[config.mk]
export PLATFORM = sky130hd
export DESIGN_NAME = wiper_cmd_seq
export DESIGN_NICKNAME = d
export VERILOG_FILES = /design/src/rtl/wseq_pkg.sv /design/src/rtl/wseq_rst_sync.sv /design/src/rtl/wseq_timer.sv /design/src/rtl/wseq_steps.sv /design/src/rtl/wseq_fsm.sv /design/src/rtl/wiper_cmd_seq.sv
export SDC_FILE = /design/constraint.sdc
export NUM_CORES = 1
export LEC_CHECK = 0
export BUFFER_PORTS_ARGS = -buffer_cell sky130_fd_sc_hd__buf_4
export CORE_MARGIN = 1
export CORE_UTILIZATION = 45
export DETAILED_ROUTE_END_ITERATION = 12
export PLACE_DENSITY = 0.62
export SLEW_MARGIN = 10
export SYNTH_ARGS = -nofsm -noshare
export SYNTH_HDL_FRONTEND = slang
export SYNTH_HIERARCHICAL = 1
export SYNTH_SLANG_ARGS = --single-unit
[constraint.sdc]
create_clock -name clk -period 1.42 [get_ports clk]
set_input_delay 0.284 -clock clk [delete_from_list [all_inputs] [get_ports clk]]
set_output_delay 0.284 -clock clk [all_outputs]
set_load 0.01 [all_outputs]
[src/rtl/wseq_pkg.sv]
`timescale 1ns/1ps
package wseq_pkg;

  typedef enum logic [2:0] {
    ST_IDLE,
    ST_SELECT,
    ST_SETUP_DIR,
    ST_INC_LOW,
    ST_INC_HIGH,
    ST_HOLD,
    ST_DESELECT,
    ST_COOLDOWN
  } wseq_state_e;

  typedef struct packed {
    logic cs_n;
    logic inc_n;
  } wseq_pins_t;

  function automatic int wmax(input int a, input int b);
    return (a > b) ? a : b;
  endfunction

  // Pin levels belonging to each state; keep decides the strobe level at release.
  function automatic wseq_pins_t pins_for(input wseq_state_e st, input logic keep);
    wseq_pins_t p;
    p.cs_n  = 1'b1;
    p.inc_n = 1'b1;
    case (st)
      ST_SELECT, ST_SETUP_DIR, ST_INC_HIGH: p.cs_n = 1'b0;
      ST_INC_LOW: begin
        p.cs_n  = 1'b0;
        p.inc_n = 1'b0;
      end
      ST_HOLD: begin
        p.cs_n  = 1'b0;
        p.inc_n = keep;
      end
      ST_DESELECT: p.inc_n = keep;
      default: ;
    endcase
    return p;
  endfunction

endpackage

[src/rtl/wseq_rst_sync.sv]
`timescale 1ns/1ps
module wseq_rst_sync (
  input  logic clk,
  input  logic rst_n,
  output logic rst_n_sync
);

  logic [1:0] sync_q;

  always_ff @(posedge clk or negedge rst_n) begin
    if (!rst_n) sync_q <= 2'b00;
    else        sync_q <= {sync_q[0], 1'b1};
  end

  assign rst_n_sync = sync_q[1];

endmodule

[src/rtl/wseq_timer.sv]
`timescale 1ns/1ps
module wseq_timer #(
  parameter int CNT_W = 8
) (
  input  logic             clk,
  input  logic             rst_n,
  input  logic             load,
  input  logic [CNT_W-1:0] load_val,
  output logic             expired
);

  logic [CNT_W-1:0] count_q;
  logic [CNT_W-1:0] count_d;
  logic             count_en;

  assign expired  = (count_q == '0);
  assign count_en = load | ~expired;

  always_comb begin
    if (load) count_d = load_val;
    else      count_d = count_q - CNT_W'(1);
  end

  always_ff @(posedge clk or negedge rst_n) begin
    if (!rst_n)        count_q <= '0;
    else if (count_en) count_q <= count_d;
  end

endmodule

[src/rtl/wseq_steps.sv]
`timescale 1ns/1ps
module wseq_steps #(
  parameter int STEP_W   = 8,
  parameter int TAP_LAST = 99
) (
  input  logic              clk,
  input  logic              rst_n,
  input  logic [STEP_W-1:0] req_steps,
  input  logic              req_home,
  input  logic              load,
  input  logic              dec,
  output logic              req_zero,
  output logic              rem_zero,
  output logic              rem_last
);

  localparam int CW = $clog2(TAP_LAST + 1);

  logic [CW-1:0] clip_steps;
  logic [CW-1:0] rem_q;
  logic [CW-1:0] rem_d;
  logic          rem_en;

  // Saturating wiper: more than TAP_LAST steps can never change the result.
  always_comb begin
    if (req_home)                          clip_steps = CW'(TAP_LAST);
    else if (32'(req_steps) > TAP_LAST)    clip_steps = CW'(TAP_LAST);
    else                                   clip_steps = CW'(req_steps);
  end

  assign req_zero = (clip_steps == '0);
  assign rem_zero = (rem_q == '0);
  assign rem_last = (rem_q == CW'(1));
  assign rem_en   = load | dec;

  always_comb begin
    if (load) rem_d = clip_steps;
    else      rem_d = rem_q - CW'(1);
  end

  always_ff @(posedge clk or negedge rst_n) begin
    if (!rst_n)      rem_q <= '0;
    else if (rem_en) rem_q <= rem_d;
  end

  a_r8_count_in_range: assert property (@(posedge clk) disable iff (!rst_n)
    32'(rem_q) <= TAP_LAST);

  a_r4_no_step_past_zero: assert property (@(posedge clk) disable iff (!rst_n)
    dec |-> !rem_zero);

endmodule

[src/rtl/wseq_fsm.sv]
`timescale 1ns/1ps
module wseq_fsm
  import wseq_pkg::*;
#(
  parameter int TW            = 8,
  parameter int CS_LEAD_CYC   = 25,
  parameter int DIR_LEAD_CYC  = 725,
  parameter int STROBE_LO_CYC = 250,
  parameter int STROBE_HI_CYC = 250,
  parameter int REL_GAP_CYC   = 250,
  parameter int RECOVER_CYC   = 5000000
) (
  input  logic          clk,
  input  logic          rst_n,
  input  logic          cmd_valid,
  input  logic          cmd_up,
  input  logic          cmd_store,
  input  logic          cmd_home,
  input  logic          req_zero,
  input  logic          tmr_expired,
  input  logic          rem_zero,
  input  logic          rem_last,
  output logic          cmd_ready,
  output logic          tmr_load,
  output logic [TW-1:0] tmr_val,
  output logic          steps_load,
  output logic          steps_dec,
  output logic          done,
  output logic          cs_n,
  output logic          inc_n,
  output logic          up
);

  localparam logic [TW-1:0] L_SEL  = TW'(CS_LEAD_CYC - 1);
  localparam logic [TW-1:0] L_DIR  = TW'(DIR_LEAD_CYC - 1);
  localparam logic [TW-1:0] L_LOW  = TW'(STROBE_LO_CYC - 1);
  localparam logic [TW-1:0] L_HIGH = TW'(STROBE_HI_CYC - 1);
  localparam logic [TW-1:0] L_HOLD = TW'(REL_GAP_CYC - 1);
  localparam logic [TW-1:0] L_COOL = TW'(RECOVER_CYC - 1);

  wseq_state_e state_q, state_d;
  logic        keep_q, keep_d;
  logic        dir_q, dir_d;
  wseq_pins_t  pins_d;
  logic        done_d;
  logic        up_en;

  assign cmd_ready = (state_q == ST_IDLE);

  always_comb begin
    state_d    = state_q;
    keep_d     = keep_q;
    dir_d      = dir_q;
    tmr_val    = '0;
    steps_load = 1'b0;
    steps_dec  = 1'b0;
    case (state_q)
      ST_IDLE: begin
        if (cmd_valid) begin
          steps_load = 1'b1;
          keep_d     = cmd_store & ~cmd_home;
          dir_d      = cmd_up & ~cmd_home;
          if (req_zero && !keep_d) begin
            state_d = ST_COOLDOWN;
            tmr_val = '0;
          end else begin
            state_d = ST_SELECT;
            tmr_val = L_SEL;
          end
        end
      end
      ST_SELECT: begin
        if (tmr_expired) begin
          state_d = ST_SETUP_DIR;
          tmr_val = L_DIR;
        end
      end
      ST_SETUP_DIR: begin
        if (tmr_expired) begin
          if (rem_zero) begin
            state_d = ST_HOLD;
            tmr_val = L_HOLD;
          end else begin
            state_d = ST_INC_LOW;
            tmr_val = L_LOW;
          end
        end
      end
      ST_INC_LOW: begin
        if (tmr_expired) begin
          steps_dec = 1'b1;
          // Discard: the strobe stays low after the final step up to release.
          if (rem_last && !keep_q) begin
            state_d = ST_HOLD;
            tmr_val = L_HOLD;
          end else begin
            state_d = ST_INC_HIGH;
            tmr_val = L_HIGH;
          end
        end
      end
      ST_INC_HIGH: begin
        if (tmr_expired) begin
          if (rem_zero) begin
            state_d = ST_HOLD;
            tmr_val = L_HOLD;
          end else begin
            state_d = ST_INC_LOW;
            tmr_val = L_LOW;
          end
        end
      end
      ST_HOLD: begin
        if (tmr_expired) begin
          state_d = ST_DESELECT;
          tmr_val = '0;
        end
      end
      ST_DESELECT: begin
        if (tmr_expired) begin
          state_d = ST_COOLDOWN;
          tmr_val = L_COOL;
        end
      end
      ST_COOLDOWN: begin
        if (tmr_expired) state_d = ST_IDLE;
      end
      default: state_d = ST_IDLE;
    endcase
  end

  assign tmr_load = (state_d != state_q);
  assign pins_d   = pins_for(state_d, keep_d);
  assign done_d   = (state_q == ST_COOLDOWN) && tmr_expired;
  assign up_en    = (state_d == ST_SETUP_DIR);

  always_ff @(posedge clk or negedge rst_n) begin
    if (!rst_n) begin
      state_q <= ST_IDLE;
      keep_q  <= 1'b0;
      dir_q   <= 1'b0;
      cs_n    <= 1'b1;
      inc_n   <= 1'b1;
      done    <= 1'b0;
    end else begin
      state_q <= state_d;
      keep_q  <= keep_d;
      dir_q   <= dir_d;
      cs_n    <= pins_d.cs_n;
      inc_n   <= pins_d.inc_n;
      done    <= done_d;
    end
  end

  always_ff @(posedge clk or negedge rst_n) begin
    if (!rst_n)     up <= 1'b0;
    else if (up_en) up <= dir_q;
  end

  a_r10_strobe_only_selected: assert property (@(posedge clk) disable iff (!rst_n)
    $fell(inc_n) |-> !cs_n);

  a_r3_dir_moves_strobe_high: assert property (@(posedge clk) disable iff (!rst_n)
    (up != $past(up)) |-> (inc_n && $past(inc_n)));

  a_r5_release_level: assert property (@(posedge clk) disable iff (!rst_n)
    $rose(cs_n) |-> (inc_n == keep_q));

  a_r6_done_single: assert property (@(posedge clk) disable iff (!rst_n)
    done |=> !done);

  a_r6_done_released: assert property (@(posedge clk) disable iff (!rst_n)
    done |-> (cs_n && inc_n));

  a_r2_ready_drops: assert property (@(posedge clk) disable iff (!rst_n)
    (cmd_valid && cmd_ready) |=> !cmd_ready);

endmodule

[src/rtl/wiper_cmd_seq.sv]
`timescale 1ns/1ps
module wiper_cmd_seq
  import wseq_pkg::*;
#(
  parameter int STEP_W        = 8,
  parameter int TAP_LAST      = 99,
  parameter int CS_LEAD_CYC   = 25,
  parameter int DIR_LEAD_CYC  = 725,
  parameter int STROBE_LO_CYC = 250,
  parameter int STROBE_HI_CYC = 250,
  parameter int REL_GAP_CYC   = 250,
  parameter int RECOVER_CYC   = 5000000
) (
  input  logic              clk,
  input  logic              rst_n,
  input  logic              cmd_valid,
  output logic              cmd_ready,
  input  logic [STEP_W-1:0] cmd_steps,
  input  logic              cmd_up,
  input  logic              cmd_store,
  input  logic              cmd_home,
  output logic              done,
  output logic              pot_cs_n,
  output logic              pot_inc_n,
  output logic              pot_up
);

  localparam int LEN_MAX = wmax(wmax(wmax(CS_LEAD_CYC, DIR_LEAD_CYC),
                                     wmax(STROBE_LO_CYC, STROBE_HI_CYC)),
                                wmax(REL_GAP_CYC, RECOVER_CYC));
  localparam int TW = $clog2(LEN_MAX + 1);

  logic          rst_n_sync;
  logic          tmr_load;
  logic [TW-1:0] tmr_val;
  logic          tmr_expired;
  logic          steps_load;
  logic          steps_dec;
  logic          req_zero;
  logic          rem_zero;
  logic          rem_last;

  wseq_rst_sync u_rst (
    .clk        (clk),
    .rst_n      (rst_n),
    .rst_n_sync (rst_n_sync)
  );

  wseq_timer #(.CNT_W(TW)) u_timer (
    .clk      (clk),
    .rst_n    (rst_n_sync),
    .load     (tmr_load),
    .load_val (tmr_val),
    .expired  (tmr_expired)
  );

  wseq_steps #(.STEP_W(STEP_W), .TAP_LAST(TAP_LAST)) u_steps (
    .clk       (clk),
    .rst_n     (rst_n_sync),
    .req_steps (cmd_steps),
    .req_home  (cmd_home),
    .load      (steps_load),
    .dec       (steps_dec),
    .req_zero  (req_zero),
    .rem_zero  (rem_zero),
    .rem_last  (rem_last)
  );

  wseq_fsm #(
    .TW            (TW),
    .CS_LEAD_CYC   (CS_LEAD_CYC),
    .DIR_LEAD_CYC  (DIR_LEAD_CYC),
    .STROBE_LO_CYC (STROBE_LO_CYC),
    .STROBE_HI_CYC (STROBE_HI_CYC),
    .REL_GAP_CYC   (REL_GAP_CYC),
    .RECOVER_CYC   (RECOVER_CYC)
  ) u_fsm (
    .clk         (clk),
    .rst_n       (rst_n_sync),
    .cmd_valid   (cmd_valid),
    .cmd_up      (cmd_up),
    .cmd_store   (cmd_store),
    .cmd_home    (cmd_home),
    .req_zero    (req_zero),
    .tmr_expired (tmr_expired),
    .rem_zero    (rem_zero),
    .rem_last    (rem_last),
    .cmd_ready   (cmd_ready),
    .tmr_load    (tmr_load),
    .tmr_val     (tmr_val),
    .steps_load  (steps_load),
    .steps_dec   (steps_dec),
    .done        (done),
    .cs_n        (pot_cs_n),
    .inc_n       (pot_inc_n),
    .up          (pot_up)
  );

endmodule

==> impl_metrics.tcl, run 1 <==
set metrics [dict create \
    status "finished with violations" \
    violations "negative setup slack" \
    htreeDepth 2 \
    critPathLaunchType "register" \
    antenna_found_initial 0 \
    grtUsageTotal_pct 22.22 \
    io_pins 19 \
    drtPass1Iterations 4 \
    slowest_delay_ps 450 \
    syn_to_final_growth_pct 48.26 \
    criticalPathCategory "register to register" \
    drc_errors 0 \
    ys_seq_area_share_pct 39.67 \
    grt_pass1_vias 2270 \
    syn_area_sq_mm 0.002592 \
    path_cells "inv_2 > ha_4 > or3b_4 > or4_4 > nor4b_4 > buf_4 > buf_4 > inv_2 > o311a_4 > buf_4 > nor3b_2 > mux2_2" \
    clock_sinks 41 \
    use_met1_pct 26.98 \
    viasPerCell 5.154 \
    io_buffers 18 \
    cpLargestDelayFamily "simple AND/OR/NAND/NOR gates" \
    grt_pass1_wl_mm 10.51 \
    die-area_sq_mm 0.006068 \
    synth_most_common_cell "dfrtp_1" \
    cp_max_fo 4 \
    final_hold_viol_count 0 \
    nNetsFinal 399 \
    synth.area.top_cells "dfrtp_1 38%, buf_4 5.2%, xnor2_1 4.1%" \
    num_antenna_cells 0 \
    n_fill_cell 443 \
    grt_util_met2_pct 39.20 \
    cts_buffers 5 \
    tritoncts "done" \
    synthCells 275 \
    ys_warn_count 6 \
    rsz0062_at_grt "true" \
    synthMuxAreaShare_pct 2.220 \
    worstPathArrival_ps 3360 \
    worst_r2r_path_depth 12 \
    crit_slowest_cell "or4_4" \
    dp_hpwl_mm 4.507 \
    grt_start_max_net_pins 29 \
    yosysTopAreaCellShare_pct 37.64 \
    synth_xor_area_share_pct 7.432 \
    ys_types 58 \
    synth_edf_count 0 \
    layout_setup_ws_ps -1756 \
    path_clk_slew_ps 70 \
    vias 2340 \
    power_density_mw_per_mm2 1928 \
    place_congestion 0.8696 \
    start_util_pct 46.79 \
    synth_largest_area_cell "dfrtp_1" \
    netlist_top_cells_count "39 x dfrtp_1, 23 x nand2_1, 20 x nor2_1" \
    antenna_left 0 \
    synth_top_family_by_area "simple AND/OR/NAND/NOR gates" \
    power.leakage_uw 0.001796 \
    fin_skew_ps 7.229 \
    clock_path_buffers 2 \
    async_flop_share_pct 100.0 \
    wl_mm 6.390 \
    overflow 0 \
    post-route-min-period_ps 3176 \
    syn_avg_cell_area_sq_um 9.427 \
    yosys_most_used_dff "dfrtp_1" \
    drive_gt1_share_pct 48.69 \
    fin_cells 454 \
    core-area_sq_mm 0.005540 \
    grtUsageMet3_pct 3.765 \
    root_buffer "clkbuf_8" \
    synthAdderAreaFrac_pct 1.931 \
    tns_ps -59110 \
    grt-busiest-layer "met2" \
    synth_compound_area_share_pct 16.70 \
    die_w_um 77.90 \
    ir_drop_mv 0.8901 \
    critPathBufInv 5 \
    crit_required_ps 1600 \
    avgRoutedWirePerCell_um 14.07 \
    max_cap_viol_count 0 \
    placedCellCount 434 \
    postSynthRegisterBits 41 \
    die_h_um 77.90 \
    synth-simple-area-share_pct 21.57 \
    final_core_utilization_pct 69.38 \
    fin_crit_sh_pct 223.6 \
    hold_path_class "register to async pin" \
    end_kind "register" \
    crit_top_cell "buf_4" \
    max_freq_ghz 0.3149 \
    r2r_end "u_fsm/up$_DFFE_PN0N_" \
    hold_slack_ps 194.7 \
    rr_startpoint "u_timer/count_q[1]$_DFFE_PN0P_" \
    finalSetupViolCount 38 \
    rrSetupSlack_ps -1760 \
    rows 27 \
    drtIter0Drc 117 \
    finalMaxSlewViolations 0 \
    clkLatencyLatePin_ps 290 \
]
## timing repair
item / 4_1_cts / 5_1_grt
hold endpoints to repair: 2 / 0
setup endpoints to repair: 39 / 39
setup buffers: 6 / 4
pin swaps: 20 / 13
cloned: 1 / 1
hold buffers: 1 / 0
gates resized for setup: 41 / 20
## logic make-up after synthesis
kind of cell    after synthesis
buf+inv                      43
mux                           5
simple gates                 99
other cells                   2
compound gates               59
xor+xnor                     22
flops                        41
fa+ha+maj                     4
## worst max path at each step
stage                                            to  cells past startpoint                       startpoint
global placement     u_timer/count_q[7]$_DFFE_PN0P_                     11  u_timer/count_q[10]$_DFFE_PN0P_
detailed placement  u_timer/count_q[13]$_DFFE_PN0P_                     12   u_timer/count_q[1]$_DFFE_PN0P_
finish                         u_fsm/up$_DFFE_PN0N_                     12   u_timer/count_q[1]$_DFFE_PN0P_
global route         u_timer/count_q[5]$_DFFE_PN0P_                     13   u_timer/count_q[1]$_DFFE_PN0P_
CTS                            u_fsm/up$_DFFE_PN0N_                     10  u_timer/count_q[10]$_DFFE_PN0P_
floorplan            u_timer/count_q[1]$_DFFE_PN0P_                     13  u_timer/count_q[10]$_DFFE_PN0P_
## flip-flops by register name, summed over array words and instances (netlist names)
| register | cells |
|---|---|
| u_fsm/keep_q | 1 |
| u_rst/sync_q | 2 |
| u_fsm/dir_q | 1 |
| u_fsm/cs_n | 1 |
| u_fsm/state_q | 3 |
| u_fsm/done | 1 |
| u_timer/count_q | 23 |
| u_fsm/up | 1 |
| u_fsm/inc_n | 1 |
| u_steps/rem_q | 7 |
## report_power, final
group | switching (uW) | internal, uW | total (uW)
combinational | 2070 | 2680 | 4750
sequential | 268 | 1650 | 1920
clock | 392 | 350 | 742
total | 2730 | 4680 | 7410
## through the flow
step                cell area (sq um)  total power, uW  setup slack, ps
floorplan                        2714             4183            -2064
global placement                 3410             5715            -1685
detailed placement               3410             5822            -1724
CTS                              3705             7062            -1668
global route                     3844             7935            -1862
finish                           3844             7410            -1756
## cell usage in the layout (no fill, tap or decap), drive strengths merged, types with 3 or more instances in the layout
cell type	synthesis	routed
nor2	20	20
clkbuf	5	9
o2bb2ai	3	3
buf	26	121
a22o	8	8
or3	4	4
inv	12	12
or2	5	5
o21ai	9	9
and2	3	3
nor3	12	12
a21oi	9	9
o31ai	11	11
a31oi	3	3
xor2	10	10
mux2	3	3
conb	2	9
o22ai	4	4
dfrtp	39	39
nand2	24	24
or4	6	6
ha	4	4
nor4	5	5
xnor2	12	12
## worst register-to-register path: stages (launching register included)
cell and delay [ps]:
dfrtp_1 400, inv_2 90, ha_4 140, or3b_4 370
or4_4 450, nor4b_4 320, buf_4 200, buf_4 110
inv_2 40, o311a_4 320, buf_4 140, nor3b_2 160
mux2_2 340
## cell type report
class | instances | area (sq um) | share of cell area [%]
clock buffers | 8 | 80.08 | 2.083
inverters | 12 | 45.04 | 1.172
multi-input cells | 198 | 1562 | 40.63
flip-flops and latches | 41 | 1030 | 26.79
well taps | 72 | 90.09 | 2.344
repair buffers | 123 | 1037 | 26.99
## routing by layer
layer,vias up,wire (um)
met4,0,146
met5,-,0
met2,49,3308
met1,1112,2721
met3,15,214
li1,1164,-
Note: power is estimated with default switching activity, not from simulation.
==> inputs of run 2 (changes only) <==
==> constraint.sdc (replaced) <==
create_clock -name clk -period 4 [get_ports clk]
set_input_delay 0.8 -clock clk [delete_from_list [all_inputs] [get_ports clk]]
set_output_delay 0.8 -clock clk [all_outputs]
set_load 0.01 [all_outputs]
==> run 2 against run 1 <==
The flow now finishes without violations. Via count fell by 18%. Clock power decreased by 55%. Routed wire length is 24% lower. Combinational power shrank 83%. Sequential power is 61% lower. Cell count down 21%. Utilization fell by 19 points. Setup slack better by 2100 ps. Count of clock-buffer cells in the layout is 2 lower. Largest cell class unchanged.
==> impl_metrics.tcl, run 2 (same netlist as run 1, synthesis figures left out) <==
set metrics [dict create \
    status "finished clean" \
    rrSetupSlack_ps 380 \
    die_w_um 77.90 \
    crit_slowest_cell "or4_1" \
    multi_input_area_sq_mm 0.001335 \
    wl_mm 4.873 \
    grt_start_max_net_pins 40 \
    tightest_slew_ps 512.1 \
    num_antenna_cells 0 \
    layout_commonest_cell "dfrtp_1" \
    critPathBufInv 3 \
    criticalPathCategory "register to register" \
    nNetsFinal 302 \
    grtUsageTotal_pct 17.96 \
    ir_drop_mv 0.2659 \
    tns_ps 0 \
    place_congestion 0.7870 \
    finalMaxSlewViolations 0 \
    tritoncts "done" \
    clock_path_buffers 2 \
    start_util_pct 46.79 \
    end_kind "register" \
    vias 1910 \
    fin_skew_ps 5.036 \
    grt_pass1_vias 1822 \
    final_cell_mix "39 x dfrtp_1, 26 x buf_4, 23 x nand2_1" \
    overflow 0 \
    drc_errors 0 \
    rsz0062_at_grt "false" \
    die-area_sq_mm 0.006068 \
    layout_setup_ws_ps 376.8 \
    viasPerCell 5.350 \
    finalPower_uw 1886 \
    cpLargestDelayFamily "simple AND/OR/NAND/NOR gates" \
    max_freq_ghz 0.2760 \
    avgRoutedWirePerCell_um 13.65 \
    clkLatencyLatePin_ps 290 \
    antenna_found_initial 0 \
    finalSetupViolCount 0 \
    cp_max_fo 22 \
    antenna_left 0 \
    crit_required_ps 4220 \
    power.leakage_uw 0.001214 \
    clock_sinks 41 \
    final_hold_viol_count 0 \
    max_cap_viol_count 0 \
    root_buffer "clkbuf_8" \
    core-area_sq_mm 0.005540 \
    crit_top_cell "inv_1" \
    rows 27 \
    post-route-min-period_ps 3623 \
    io_buffers 18 \
    io_pins 19 \
    die_h_um 77.90 \
    worstPathArrival_ps 3850 \
    seqCellArea_sq_mm 0.001028 \
    path_cells "inv_1 > ha_1 > or3b_2 > or4_1 > nor4b_4 > buf_4 > inv_1 > o311a_4 > or4b_1 > a31o_1" \
    worst_r2r_path_depth 10 \
    htreeDepth 2 \
    largest-register "u_timer/count_q" \
    largest_reg_flops 23 \
    fin_crit_sh_pct 90.58 \
    grt_pass1_wl_mm 8.480 \
    syn_to_final_growth_pct 8.060 \
    top_regs "u_timer/count_q: 23 flops, u_steps/rem_q: 7 flops, u_fsm/state_q: 3 flops" \
    crit_cells 10 \
    drtPass1Iterations 4 \
    n_fill_cell 544 \
    critPathLaunchType "register" \
    drive_gt1_share_pct 20.00 \
    slowest_delay_ps 550 \
    path_clk_slew_ps 80 \
    power_density_mw_per_mm2 673.3 \
    relSlewSlack_pct 65.86 \
    dp_hpwl_mm 3.475 \
    hold_buffers 0 \
    dp_worst_setup_slack_ps 332.9 \
    cts_buffers 5 \
    drtIter0Drc 97 \
    hold_path_class "primary input to async pin" \
]
[run 2: final cells by class]
| class | instances | area share, % |
|---|---|---|
| Clock buffer | 6 | 2.590 |
| Tap cell | 72 | 3.216 |
| Sequential cell | 41 | 36.71 |
| Multi-Input combinational cell | 198 | 47.66 |
| Clock inverter | 2 | 1.251 |
| Inverter | 12 | 1.608 |
| Timing Repair Buffer | 26 | 6.967 |
[run 2: power breakdown]
part | switching [uW] | total, uW | internal (uW)
registers | 174 | 758 | 584
logic | 405 | 796 | 391
clock network | 146 | 332 | 185
total | 725 | 1890 | 1160
[run 2: through the flow]
stage	utilization, %	hold WS (ps)	std cells	cell area (sq um)
global placement	48.58	320.8	349	2691
global route	50.56	252.2	357	2801
detailed placement	48.58	322.3	349	2691
floorplan	-	331.2	282	2624
CTS	50.52	264.1	357	2799
finish	50.56	274.6	357	2801
[run 2: path summary, 6_finish.rpt]
| path | endpoint | startpoint |
|---|---|---|
| worst min-delay path | u_rst/sync_q[1]$_DFF_PN0_ | rst_n |
| worst min register to register | u_timer/count_q[5]$_DFFE_PN0P_ | u_rst/sync_q[1]$_DFF_PN0_ |
| worst max-delay path | u_fsm/inc_n$_DFF_PN1_ | u_timer/count_q[0]$_DFFE_PN0P_ |
| worst max register to register | u_fsm/inc_n$_DFF_PN1_ | u_timer/count_q[0]$_DFFE_PN0P_ |
| min in group clk | u_rst/sync_q[1]$_DFF_PN0_ | u_rst/sync_q[0]$_DFF_PN0_ |
| max in group asynchronous | u_fsm/cs_n$_DFF_PN1_ | u_rst/sync_q[1]$_DFF_PN0_ |
[run 2: routing by layer]
layer / up-vias / global-route usage (%) / part of all wire [%]
li1: 970 / - / -
met1: 883 / 23.11 / 47
met2: 50 / 29.38 / 48
met3: 7 / 4.118 / 3.9
met4: 0 / 6.667 / 1.6
met5: - / 0 / 0
[run 2: what timing repair did]
item | in CTS | in global routing
resized for setup | 0 | 1
buffers inserted | 0 | 0
setup endpoints to repair | 0 | 3
==> inputs of run 3 (changes only) <==
--- a/config.mk
+++ b/config.mk
@@ -6,10 +6,12 @@
 export NUM_CORES = 1
 export LEC_CHECK = 0
 export BUFFER_PORTS_ARGS = -buffer_cell sky130_fd_sc_hd__buf_4
+export CELL_PAD_IN_SITES_DETAIL_PLACEMENT = 1
+export CELL_PAD_IN_SITES_GLOBAL_PLACEMENT = 1
 export CORE_MARGIN = 1
 export CORE_UTILIZATION = 45
 export DETAILED_ROUTE_END_ITERATION = 12
-export PLACE_DENSITY = 0.62
+export PLACE_DENSITY = 0.77
 export SLEW_MARGIN = 10
 export SYNTH_ARGS = -nofsm -noshare
 export SYNTH_HDL_FRONTEND = slang
==> constraint.sdc (replaced) <==
create_clock -name clk -period 4 [get_ports clk]
set_input_delay 0 -clock clk [delete_from_list [all_inputs] [get_ports clk]]
set_output_delay 0 -clock clk [all_outputs]
set_load 0.01 [all_outputs]
==> run 3 against run 2 <==
Hold slack worse by 270 ps. Non-clock buffer count up 8. Global-route usage grew 2.2 points. Count of clock-buffer cells in the layout is the same. Via count is 3.5% higher. Routed wire length rose by 11%. Largest power group unchanged. Setup slack worse by 55 ps. Combinational power rose by 2%. Utilization grew 0.90 points. Critical path depth up 2. Sequential power grew 1%.
==> impl_metrics.tcl, run 3 (same netlist as run 1, synthesis figures left out) <==
set metrics [dict create \
    place_congestion 0.8059 \
    fin_skew_ps 4.468 \
    hold_depth 3 \
    grt_pass1_vias 2037 \
    clock_sinks 41 \
    n_fill_cell 643 \
    syn_to_final_growth_pct 9.990 \
    finalMaxSlewViolations 0 \
    htreeDepth 2 \
    seqCellArea_sq_mm 0.001028 \
    final_core_utilization_pct 51.47 \
    tns_ps 0 \
    start_util_pct 46.79 \
    die_h_um 77.90 \
    worst_r2r_path_depth 12 \
    multi_input_area_sq_mm 0.001333 \
    path_clk_slew_ps 80 \
    antenna_left 0 \
    grt_pass1_wl_mm 9.591 \
    tritoncts "done" \
    finalSetupViolCount 0 \
    final_hold_viol_count 0 \
    rsz0062_at_grt "false" \
    viasPerCell 5.416 \
    post-cts-setup-buffers 0 \
    relSlewSlack_pct 63.29 \
    fin_crit_sh_pct 91.97 \
    top_regs "u_timer/count_q: 23 flops, u_steps/rem_q: 7 flops, u_fsm/state_q: 3 flops" \
    largest_reg_flops 23 \
    power_density_mw_per_mm2 647.6 \
    clkLatencyLatePin_ps 300 \
    nNetsFinal 310 \
    max_cap_viol_count 0 \
    overflow 0 \
    tightest_slew_ps 543.0 \
    core-area_sq_mm 0.005540 \
    drive_gt1_share_pct 19.45 \
    dp_hpwl_mm 4.005 \
    rows 27 \
    root_buffer "clkbuf_8" \
    io_buffers 18 \
    grt_start_max_net_pins 28 \
    wl_mm 5.403 \
    final_cell_mix "39 x dfrtp_1, 27 x buf_4, 23 x nand2_1" \
    fin_cells 365 \
    largest-register "u_timer/count_q" \
    fin_area_sq_mm 0.002851 \
    max_freq_ghz 0.2718 \
    layout_commonest_cell "dfrtp_1" \
    critPathLaunchType "register" \
    criticalPathCategory "register to register" \
    ctsResizeCount 0 \
    hold_path_class "primary input to register" \
    avgRoutedWirePerCell_um 14.80 \
    post-route-min-period_ps 3679 \
    worstPathArrival_ps 3910 \
    num_antenna_cells 0 \
    crit_required_ps 4230 \
    placedCellCount 350 \
    ir_drop_mv 0.2915 \
    clock_path_buffers 2 \
    end_kind "register" \
    cts_buffers 5 \
    cp_max_fo 10 \
    hold_slack_ps 9.517 \
    grtUsageTotal_pct 20.12 \
    drtIter0Drc 81 \
    vias 1977 \
    die-area_sq_mm 0.006068 \
    drtPass1Iterations 4 \
    placed_area_sq_mm 0.002699 \
    antenna_found_initial 0 \
    io_pins 19 \
    die_w_um 77.90 \
    power.leakage_uw 0.001238 \
    status "finished clean" \
    drc_errors 0 \
]
[run 3: layer usage]
layer | wire (um) | GRT usage, % | vias to the layer above
met5 | 0 | 0 | -
met4 | 71 | 7.407 | 0
met3 | 129 | 4.353 | 7
met2 | 2678 | 34.34 | 24
met1 | 2523 | 24.87 | 969
li1 | - | - | 977
[run 3: worst max-delay path, stage by stage, from the launching register on]
cell,delay (ps)
dfrtp_1,410
inv_1,100
ha_1,200
or3b_2,460
or4_1,550
nor4b_4,320
buf_4,220
nand2_1,80
o22ai_1,270
or2_2,200
o22ai_2,110
nor2_1,460
a22o_1,220
[run 3: stage by stage]
| step | power, uW | worst slack, ps |
|---|---|---|
| floorplan | 1401 | 30.55 |
| global placement | 1558 | 387.1 |
| detailed placement | 1583 | 315.0 |
| CTS | 1866 | 283.3 |
| global route | 2007 | 32.31 |
| finish | 1847 | 321.3 |
[run 3: cell type report]
cell class              count  area share (%)
flip-flops and latches     41           36.07
clock buffers               6           2.545
inverters                  12           1.580
clock inverters             2          0.3510
well taps                  72           3.159
multi-input cells         198           46.73
repair buffers             34           9.566
[run 3: final timing paths]
path,start,end,slack [ps]
min in group asynchronous,rst_n,u_rst/sync_q[1]$_DFF_PN0_,40
hold / removal,cmd_home,u_fsm/dir_q$_DFFE_PN0P_,10
setup / recovery,u_timer/count_q[0]$_DFFE_PN0P_,u_timer/count_q[11]$_DFFE_PN0P_,320
hold reg to reg,u_rst/sync_q[1]$_DFF_PN0_,u_fsm/keep_q$_DFF_PN0_,230
setup reg to reg,u_timer/count_q[0]$_DFFE_PN0P_,u_timer/count_q[11]$_DFFE_PN0P_,320
max in group asynchronous,u_rst/sync_q[1]$_DFF_PN0_,u_fsm/cs_n$_DFF_PN1_,2980
[run 3: timing repair]
action | 4_1_cts | 5_1_grt
setup endpoints to repair | 0 | 0
hold buffers | 7 | 0
endpoints found under the hold margin | 8 | 0
[run 3: report_power, final]
| part | internal (uW) | leakage (uW) | switching, uW |
|---|---|---|---|
| sequential | 584 | 0.000508 | 185 |
| clock | 121 | 0.0000450 | 147 |
| combinational | 395 | 0.000685 | 414 |
